===== src/rtl/pit_pkg.sv =====
package pit_pkg;

  // Strobes the control unit hands to the count datapath (at most one per cycle).
  typedef struct packed {
    logic loadNew;      // store write data as reload value and count
    logic reloadCount;  // expiry with auto-reload: count <= reload value
    logic decrement;    // ordinary tick: count <= count - 1
    logic clearCount;   // expiry without auto-reload: count <= 0
  } pitStrobe_t;

  localparam logic [1:0] ADDR_COUNT  = 2'd0;
  localparam logic [1:0] ADDR_CTRL   = 2'd1;
  localparam logic [1:0] ADDR_STATUS = 2'd2;

  localparam int CTRL_IRQ_EN_BIT = 0;
  localparam int CTRL_AUTO_BIT   = 1;
  localparam int STATUS_EXP_BIT  = 0;

endpackage


===== src/rtl/pit_datapath.sv =====
module pit_datapath
  import pit_pkg::*;
#(
  parameter int DW = 32,
  parameter int CW = 16
) (
  input  logic          clk,
  input  logic          rstN,
  input  pitStrobe_t    strobe,
  input  logic [DW-1:0] wrData,
  output logic [CW-1:0] countVal,
  output logic [CW-1:0] reloadVal,
  output logic          reloadUsable,
  output logic          countAtEnd
);

  localparam logic [CW-1:0] ONE = CW'(1);

  logic [CW-1:0] countQ;
  logic [CW-1:0] reloadQ;

  always_ff @(posedge clk) begin
    if (!rstN) begin
      countQ  <= '0;
      reloadQ <= '0;
    end else if (strobe.loadNew) begin
      reloadQ <= wrData[CW-1:0];
      countQ  <= wrData[CW-1:0];
    end else if (strobe.reloadCount) begin
      countQ  <= reloadQ;
    end else if (strobe.decrement) begin
      countQ  <= countQ - ONE;
    end else if (strobe.clearCount) begin
      countQ  <= '0;
    end
  end

  assign countVal     = countQ;
  assign reloadVal    = reloadQ;
  assign reloadUsable = (reloadQ > ONE);
  assign countAtEnd   = (countQ <= ONE);

  // a decrement strobe takes exactly one off the count
  p_dec_by_one_r3: assert property (@(posedge clk) disable iff (!rstN)
    strobe.decrement |=> countQ == $past(countQ) - ONE);

  // a load strobe places the written value in both registers
  p_load_value_r2: assert property (@(posedge clk) disable iff (!rstN)
    strobe.loadNew |=> (countQ == $past(wrData[CW-1:0])) && (reloadQ == countQ));

  // a reload strobe restores the stored reload value
  p_reload_value_r7: assert property (@(posedge clk) disable iff (!rstN)
    strobe.reloadCount |=> countQ == reloadQ);

endmodule


===== src/rtl/pit_ctrl.sv =====
module pit_ctrl
  import pit_pkg::*;
#(
  parameter int DW = 32,
  parameter int CW = 16
) (
  input  logic          clk,
  input  logic          rstN,
  input  logic          tickEn,
  input  logic          wrEn,
  input  logic [1:0]    addr,
  input  logic [DW-1:0] wrData,
  input  logic [CW-1:0] countVal,
  input  logic          reloadUsable,
  input  logic          countAtEnd,
  output pitStrobe_t    strobe,
  output logic          irqEn,
  output logic          autoReload,
  output logic          statusFlag,
  output logic          irq
);

  logic armed;
  logic running;
  logic expire;
  logic wrCount;
  logic wrCtrl;
  logic wrStatus;

  assign wrCount  = wrEn && (addr == ADDR_COUNT);
  assign wrCtrl   = wrEn && (addr == ADDR_CTRL);
  assign wrStatus = wrEn && (addr == ADDR_STATUS);

  assign running = armed && irqEn && reloadUsable;
  assign expire  = running && tickEn && countAtEnd && !wrCount;

  always_comb begin
    strobe             = '0;
    strobe.loadNew     = wrCount;
    strobe.decrement   = running && tickEn && !countAtEnd && !wrCount;
    strobe.reloadCount = expire && autoReload;
    strobe.clearCount  = expire && !autoReload;
  end

  always_ff @(posedge clk) begin
    if (!rstN) begin
      irqEn      <= 1'b0;
      autoReload <= 1'b0;
    end else if (wrCtrl) begin
      irqEn      <= wrData[CTRL_IRQ_EN_BIT];
      autoReload <= wrData[CTRL_AUTO_BIT];
    end
  end

  always_ff @(posedge clk) begin
    if (!rstN) begin
      armed <= 1'b0;
    end else if (wrCount) begin
      armed <= 1'b1;
    end else if (expire && !autoReload) begin
      armed <= 1'b0;
    end
  end

  always_ff @(posedge clk) begin
    if (!rstN) begin
      statusFlag <= 1'b0;
    end else if (expire) begin
      statusFlag <= 1'b1;
    end else if (wrStatus && wrData[STATUS_EXP_BIT]) begin
      statusFlag <= 1'b0;
    end
  end

  assign irq = statusFlag && irqEn;

  // at most one datapath action per cycle
  p_strobe_onehot_r3: assert property (@(posedge clk) disable iff (!rstN)
    $onehot0({strobe.loadNew, strobe.reloadCount, strobe.decrement, strobe.clearCount}));

  // an expiry always leaves the flag set
  p_expire_flags_r6: assert property (@(posedge clk) disable iff (!rstN)
    expire |=> statusFlag);

  // with interrupt enable clear and no write, the count holds
  p_hold_disabled_r4: assert property (@(posedge clk) disable iff (!rstN)
    (!irqEn && !wrCount) |=> $stable(countVal));

  // an unusable reload value never lets the count move
  p_short_reload_r5: assert property (@(posedge clk) disable iff (!rstN)
    (!reloadUsable && !wrCount) |=> $stable(countVal));

  // a clear without a coinciding expiry drops the flag
  p_clear_w1c_r9: assert property (@(posedge clk) disable iff (!rstN)
    (wrStatus && wrData[STATUS_EXP_BIT] && !expire) |=> !statusFlag);

endmodule


===== src/rtl/pit_timer.sv =====
module pit_timer
  import pit_pkg::*;
#(
  parameter int DW = 32,
  parameter int CW = 16
) (
  input  logic          clk,
  input  logic          rstN,
  input  logic          tickEn,
  input  logic          wrEn,
  input  logic [1:0]    addr,
  input  logic [DW-1:0] wrData,
  output logic [DW-1:0] rdData,
  output logic          irq
);

  pitStrobe_t    strobe;
  logic [CW-1:0] countVal;
  logic [CW-1:0] reloadVal;
  logic          reloadUsable;
  logic          countAtEnd;
  logic          irqEn;
  logic          autoReload;
  logic          statusFlag;
  logic [DW-1:0] countExt;

  pit_ctrl #(.DW(DW), .CW(CW)) i_ctrl (
    .clk          (clk),
    .rstN         (rstN),
    .tickEn       (tickEn),
    .wrEn         (wrEn),
    .addr         (addr),
    .wrData       (wrData),
    .countVal     (countVal),
    .reloadUsable (reloadUsable),
    .countAtEnd   (countAtEnd),
    .strobe       (strobe),
    .irqEn        (irqEn),
    .autoReload   (autoReload),
    .statusFlag   (statusFlag),
    .irq          (irq)
  );

  pit_datapath #(.DW(DW), .CW(CW)) i_datapath (
    .clk          (clk),
    .rstN         (rstN),
    .strobe       (strobe),
    .wrData       (wrData),
    .countVal     (countVal),
    .reloadVal    (reloadVal),
    .reloadUsable (reloadUsable),
    .countAtEnd   (countAtEnd)
  );

  generate
    if (DW > CW) begin : g_pad
      assign countExt = {{(DW-CW){1'b0}}, countVal};
    end else begin : g_nopad
      assign countExt = countVal;
    end
  endgenerate

  // read mux
  always_comb begin
    rdData = '0;
    unique case (addr)
      ADDR_COUNT:  rdData = countExt;
      ADDR_CTRL: begin
        rdData[CTRL_IRQ_EN_BIT] = irqEn;
        rdData[CTRL_AUTO_BIT]   = autoReload;
      end
      ADDR_STATUS: rdData[STATUS_EXP_BIT] = statusFlag;
      default:     rdData = '0;
    endcase
  end

  // an interrupt never appears without a set flag
  p_irq_needs_flag_r8: assert property (@(posedge clk) disable iff (!rstN)
    irq |-> (rdData != '0 || addr != ADDR_STATUS));

  // the stored reload value always tracks the last count write
  p_reload_tracks_r2: assert property (@(posedge clk) disable iff (!rstN)
    (wrEn && addr == ADDR_COUNT) |=> reloadVal == $past(wrData[CW-1:0]));

endmodule


===== config.mk =====
export PLATFORM = sky130hd
export DESIGN_NAME = pit_timer
export DESIGN_NICKNAME = d
export VERILOG_FILES = /design/src/rtl/pit_pkg.sv /design/src/rtl/pit_datapath.sv /design/src/rtl/pit_ctrl.sv /design/src/rtl/pit_timer.sv
export SDC_FILE = /design/constraint.sdc
export NUM_CORES = 1
export LEC_CHECK = 0
export ABC_AREA = 1
export CAP_MARGIN = 20
export CELL_PAD_IN_SITES_DETAIL_PLACEMENT = 0
export CELL_PAD_IN_SITES_GLOBAL_PLACEMENT = 2
export CORE_MARGIN = 2
export CORE_UTILIZATION = 25
export CTS_CLUSTER_SIZE = 24
export DETAILED_ROUTE_END_ITERATION = 10
export GPL_TIMING_DRIVEN = 0
export PLACE_DENSITY_LB_ADDON = 0.12
export SLEW_MARGIN = 10
export SYNTH_ARGS = -nofsm -noshare
export SYNTH_HDL_FRONTEND = slang
export SYNTH_SLANG_ARGS = --single-unit

===== constraint.sdc =====
create_clock -name clk -period 2 [get_ports clk]
set_input_delay 0.4 -clock clk [delete_from_list [all_inputs] [get_ports clk]]
set_output_delay 0.4 -clock clk [all_outputs]
set_load 0.1 [all_outputs]

==> results.json <==
{
  "outcome": "complete, no violations",
  "synth_top_cell_by_area": "dfxtp_1",
  "drc": 0,
  "via_per_inst": 4.16,
  "p_leak_nw": 1.51,
  "track_usage_pct": 14.4,
  "drtIter0Drc": 83,
  "place_area_sq_mm": 0.00325,
  "wire_per_inst_um": 12.9,
  "synthSimpleGateAreaFrac_pct": 37.8,
  "numCtsBuffers": 5,
  "fillCellCount": 1174,
  "cts_root_buffer": "clkbuf_8",
  "synth_cells": 414,
  "final_hold_viol_count": 0,
  "vdd_drop_max_mv": 0.230,
  "ys_ff_latch": 36,
  "die_area_sq_mm": 0.0113,
  "stdcell_area_sq_mm": 0.00335,
  "maxCapViolations": 0,
  "num_vias": 2535,
  "yosys-top-cells-area": "dfxtp_1 28%, nand2_1 17%, a21oi_1 7.8%, nor2_1 7.5%, inv_1 5.7%",
  "antenna_found_initial": 0,
  "grt_pass1_wl_um": 12900,
  "area_growth_pct": 27.8,
  "holdCritPathClass": "input port to flip-flop",
  "antenna_cells": 0,
  "cts_buffer_depth": 2,
  "core_sq_mm": 0.0102,
  "synthMuxAreaShare_pct": 0,
  "place_ws_ps": -1230,
  "fin_nets": 513,
  "fmax_mhz": 522,
  "power_density_mw_per_mm2": 581,
  "cp-end-kind": "output pin",
  "netlist_area_sq_mm": 0.00262,
  "synth_top_family_by_area": "simple AND/OR/NAND/NOR gates",
  "crit_type": "input port to output pin",
  "synth_cell_types": 28,
  "row_count": 37,
  "die_w_um": 106,
  "syn_avg_cell_area_sq_um": 6.32,
  "synth_fa_ha_area_share_pct": 0.956,
  "slew_headroom_pct": 64.0,
  "cts_num_sinks": 36,
  "crit_path_max_fanout": 10,
  "period_minus_slack_ps": 1920,
  "drtPass1Iterations": 4,
  "cp_data_arrival_time_ps": 1520,
  "crit_required_ps": 1600,
  "ys_seq_area_share_pct": 27.5,
  "rsz0062_at_grt": "false",
  "dieHeight_um": 106,
  "fin_crit_sh_pct": 95.8,
  "grt_pass1_vias": 2460,
  "timing.rr.start": "i_datapath.countVal[0]$_SDFFE_PN0P_",
  "dp_hpwl_um": 6450,
  "synth-compound-area-share_pct": 15.1,
  "cts_setup_buffers": 0,
  "cts_htree_levels": 2,
  "worstHoldStart": "rstN",
  "fin_skew_ps": 7.01,
  "clkSlewWorstSetupHoldPaths_ps": 70,
  "cp-start-kind": "input port",
  "synth_top_area_share_pct": 27.5,
  "crit_start": "addr[1]",
  "wirelength_um": 7880,
  "worst_pin_slew_ps": 543,
  "initial_utilization_pct": 25.6,
  "layout-drive-gt1-share_pct": 18.4,
  "grt_overflow": 0,
  "gp_congestion": 0.784,
  "finalSetupViolCount": 0,
  "grt_start_max_net_pins": 11,
  "fin_ws_ps": 84.1,
  "ys_warn_count": 0,
  "io_buffers": 37,
  "clk_latency_ps": 290,
  "cts_tree": "yes",
  "antenna_left": 0,
  "yosys.area_share.xor_xnor_pct": 2.34,
  "slew_violations": 0,
  "ios": 71
}
critical path, cell delays in order:
cell and delay, ps:
dlygate4sd2_1 330, inv_12 100, nand2_8 70, clkbuf_2 200
nor2_1 160, buf_6 240
logic make-up after synthesis:
| kind of cell | after synthesis |
|---|---|
| compound gates | 71 |
| xor+xnor | 7 |
| fa+ha+maj | 2 |
| buf+inv | 76 |
| flops | 36 |
| other cells | 1 |
| simple gates | 221 |
Yosys cell counts:
cell type / n
nand2_2: 2
o211ai_1: 1
nand4_1: 5
buf_2: 2
inv_1: 40
buf_4: 16
nand3b_1: 7
inv_2: 3
clkinv_1: 1
nand2_1: 119
conb_1: 1
nor2_2: 3
a21oi_1: 41
nor2_4: 6
clkbuf_4: 1
clkbuf_1: 5
a21oi_2: 10
o21ai_0: 19
nand2_4: 4
nor3_1: 2
nand3_2: 1
xor2_1: 7
buf_6: 4
dfxtp_1: 36
nand3_1: 20
nor2_1: 52
ha_1: 2
clkbuf_8: 4
where the power goes:
group	internal, mW	switching [mW]	leakage [nW]
clock network	0.237	0.262	0.0410
logic	0.200	0.463	1.18
registers	0.747	0.0350	0.293
per-stage QoR:
step / hold WS (ps) / setup TNS [ps] / power [mW] / utilization (%) / instances
2_1_floorplan: 439 / -4620 / 1.29 / - / 429
3_3_place_gp: 452 / -25880 / 1.45 / 31.8 / 602
3_5_place_dp: 459 / -26550 / 1.45 / 31.8 / 602
4_1_cts: 383 / 0 / 1.96 / 32.5 / 609
5_1_grt: 397 / 0 / 2.06 / 32.7 / 609
6_report: 390 / 0 / 1.94 / 32.7 / 609
registers in the layout (all words and copies together), names as in the netlist:
signal / cells
i_datapath.reloadVal: 16
i_ctrl.autoReload: 1
i_ctrl.irqEn: 1
i_datapath.countVal: 16
i_ctrl.armed: 1
i_ctrl.statusFlag: 1
layout by cell type (no fill, tap or decap), types with 9 or more instances in the layout:
| master | count |
|---|---|
| a21oi_2 | 10 |
| buf_6 | 15 |
| inv_1 | 39 |
| nand3_1 | 20 |
| o21ai_0 | 18 |
| clkdlybuf4s50_1 | 18 |
| dfxtp_1 | 36 |
| buf_4 | 17 |
| nand2_1 | 119 |
| a21oi_1 | 41 |
| conb_1 | 16 |
| nor2_1 | 49 |
| clkbuf_8 | 9 |
layout make-up:
class	count	area (sq um)	share of cell area, %
clock buffers	6	72.6	2.17
well taps	136	170	5.09
repair buffers	37	357	10.7
flip-flops and latches	36	721	21.5
multi-input cells	317	1570	46.8
plain buffers	32	262	7.82
clock inverters	1	5.00	0.150
inverters	44	194	5.80
timing repair:
action                                  4_1_cts  5_1_grt
pin swaps                                     0        0
endpoints found under the setup margin       32       27
gates cloned                                  0        0
hold buffers                                  0        0
resized for setup                           111        9
final timing paths:
kind	slack, ps	depth (start not counted)	to
hold reg to reg	460	2	i_ctrl.armed$_SDFFE_PN0P_
setup / recovery	80	6	rdData[6]
hold / removal	390	3	i_datapath.countVal[1]$_SDFFE_PN0P_
setup reg to reg	240	12	i_datapath.countVal[4]$_SDFFE_PN0P_
metal layers:
| layer | wire length [um] | track usage [%] | vias up | share of wire [%] |
|---|---|---|---|---|
| met5 | 0 | 0 | - | 0 |
| met4 | 113 | 3.67 | 0 | 1.4 |
| met3 | 320 | 1.90 | 7 | 4.1 |
| met2 | 3510 | 23.4 | 51 | 45 |
| met1 | 3930 | 20.1 | 1089 | 50 |
| li1 | - | - | 1388 | - |
Note: power is estimated with default switching activity, not from simulation.
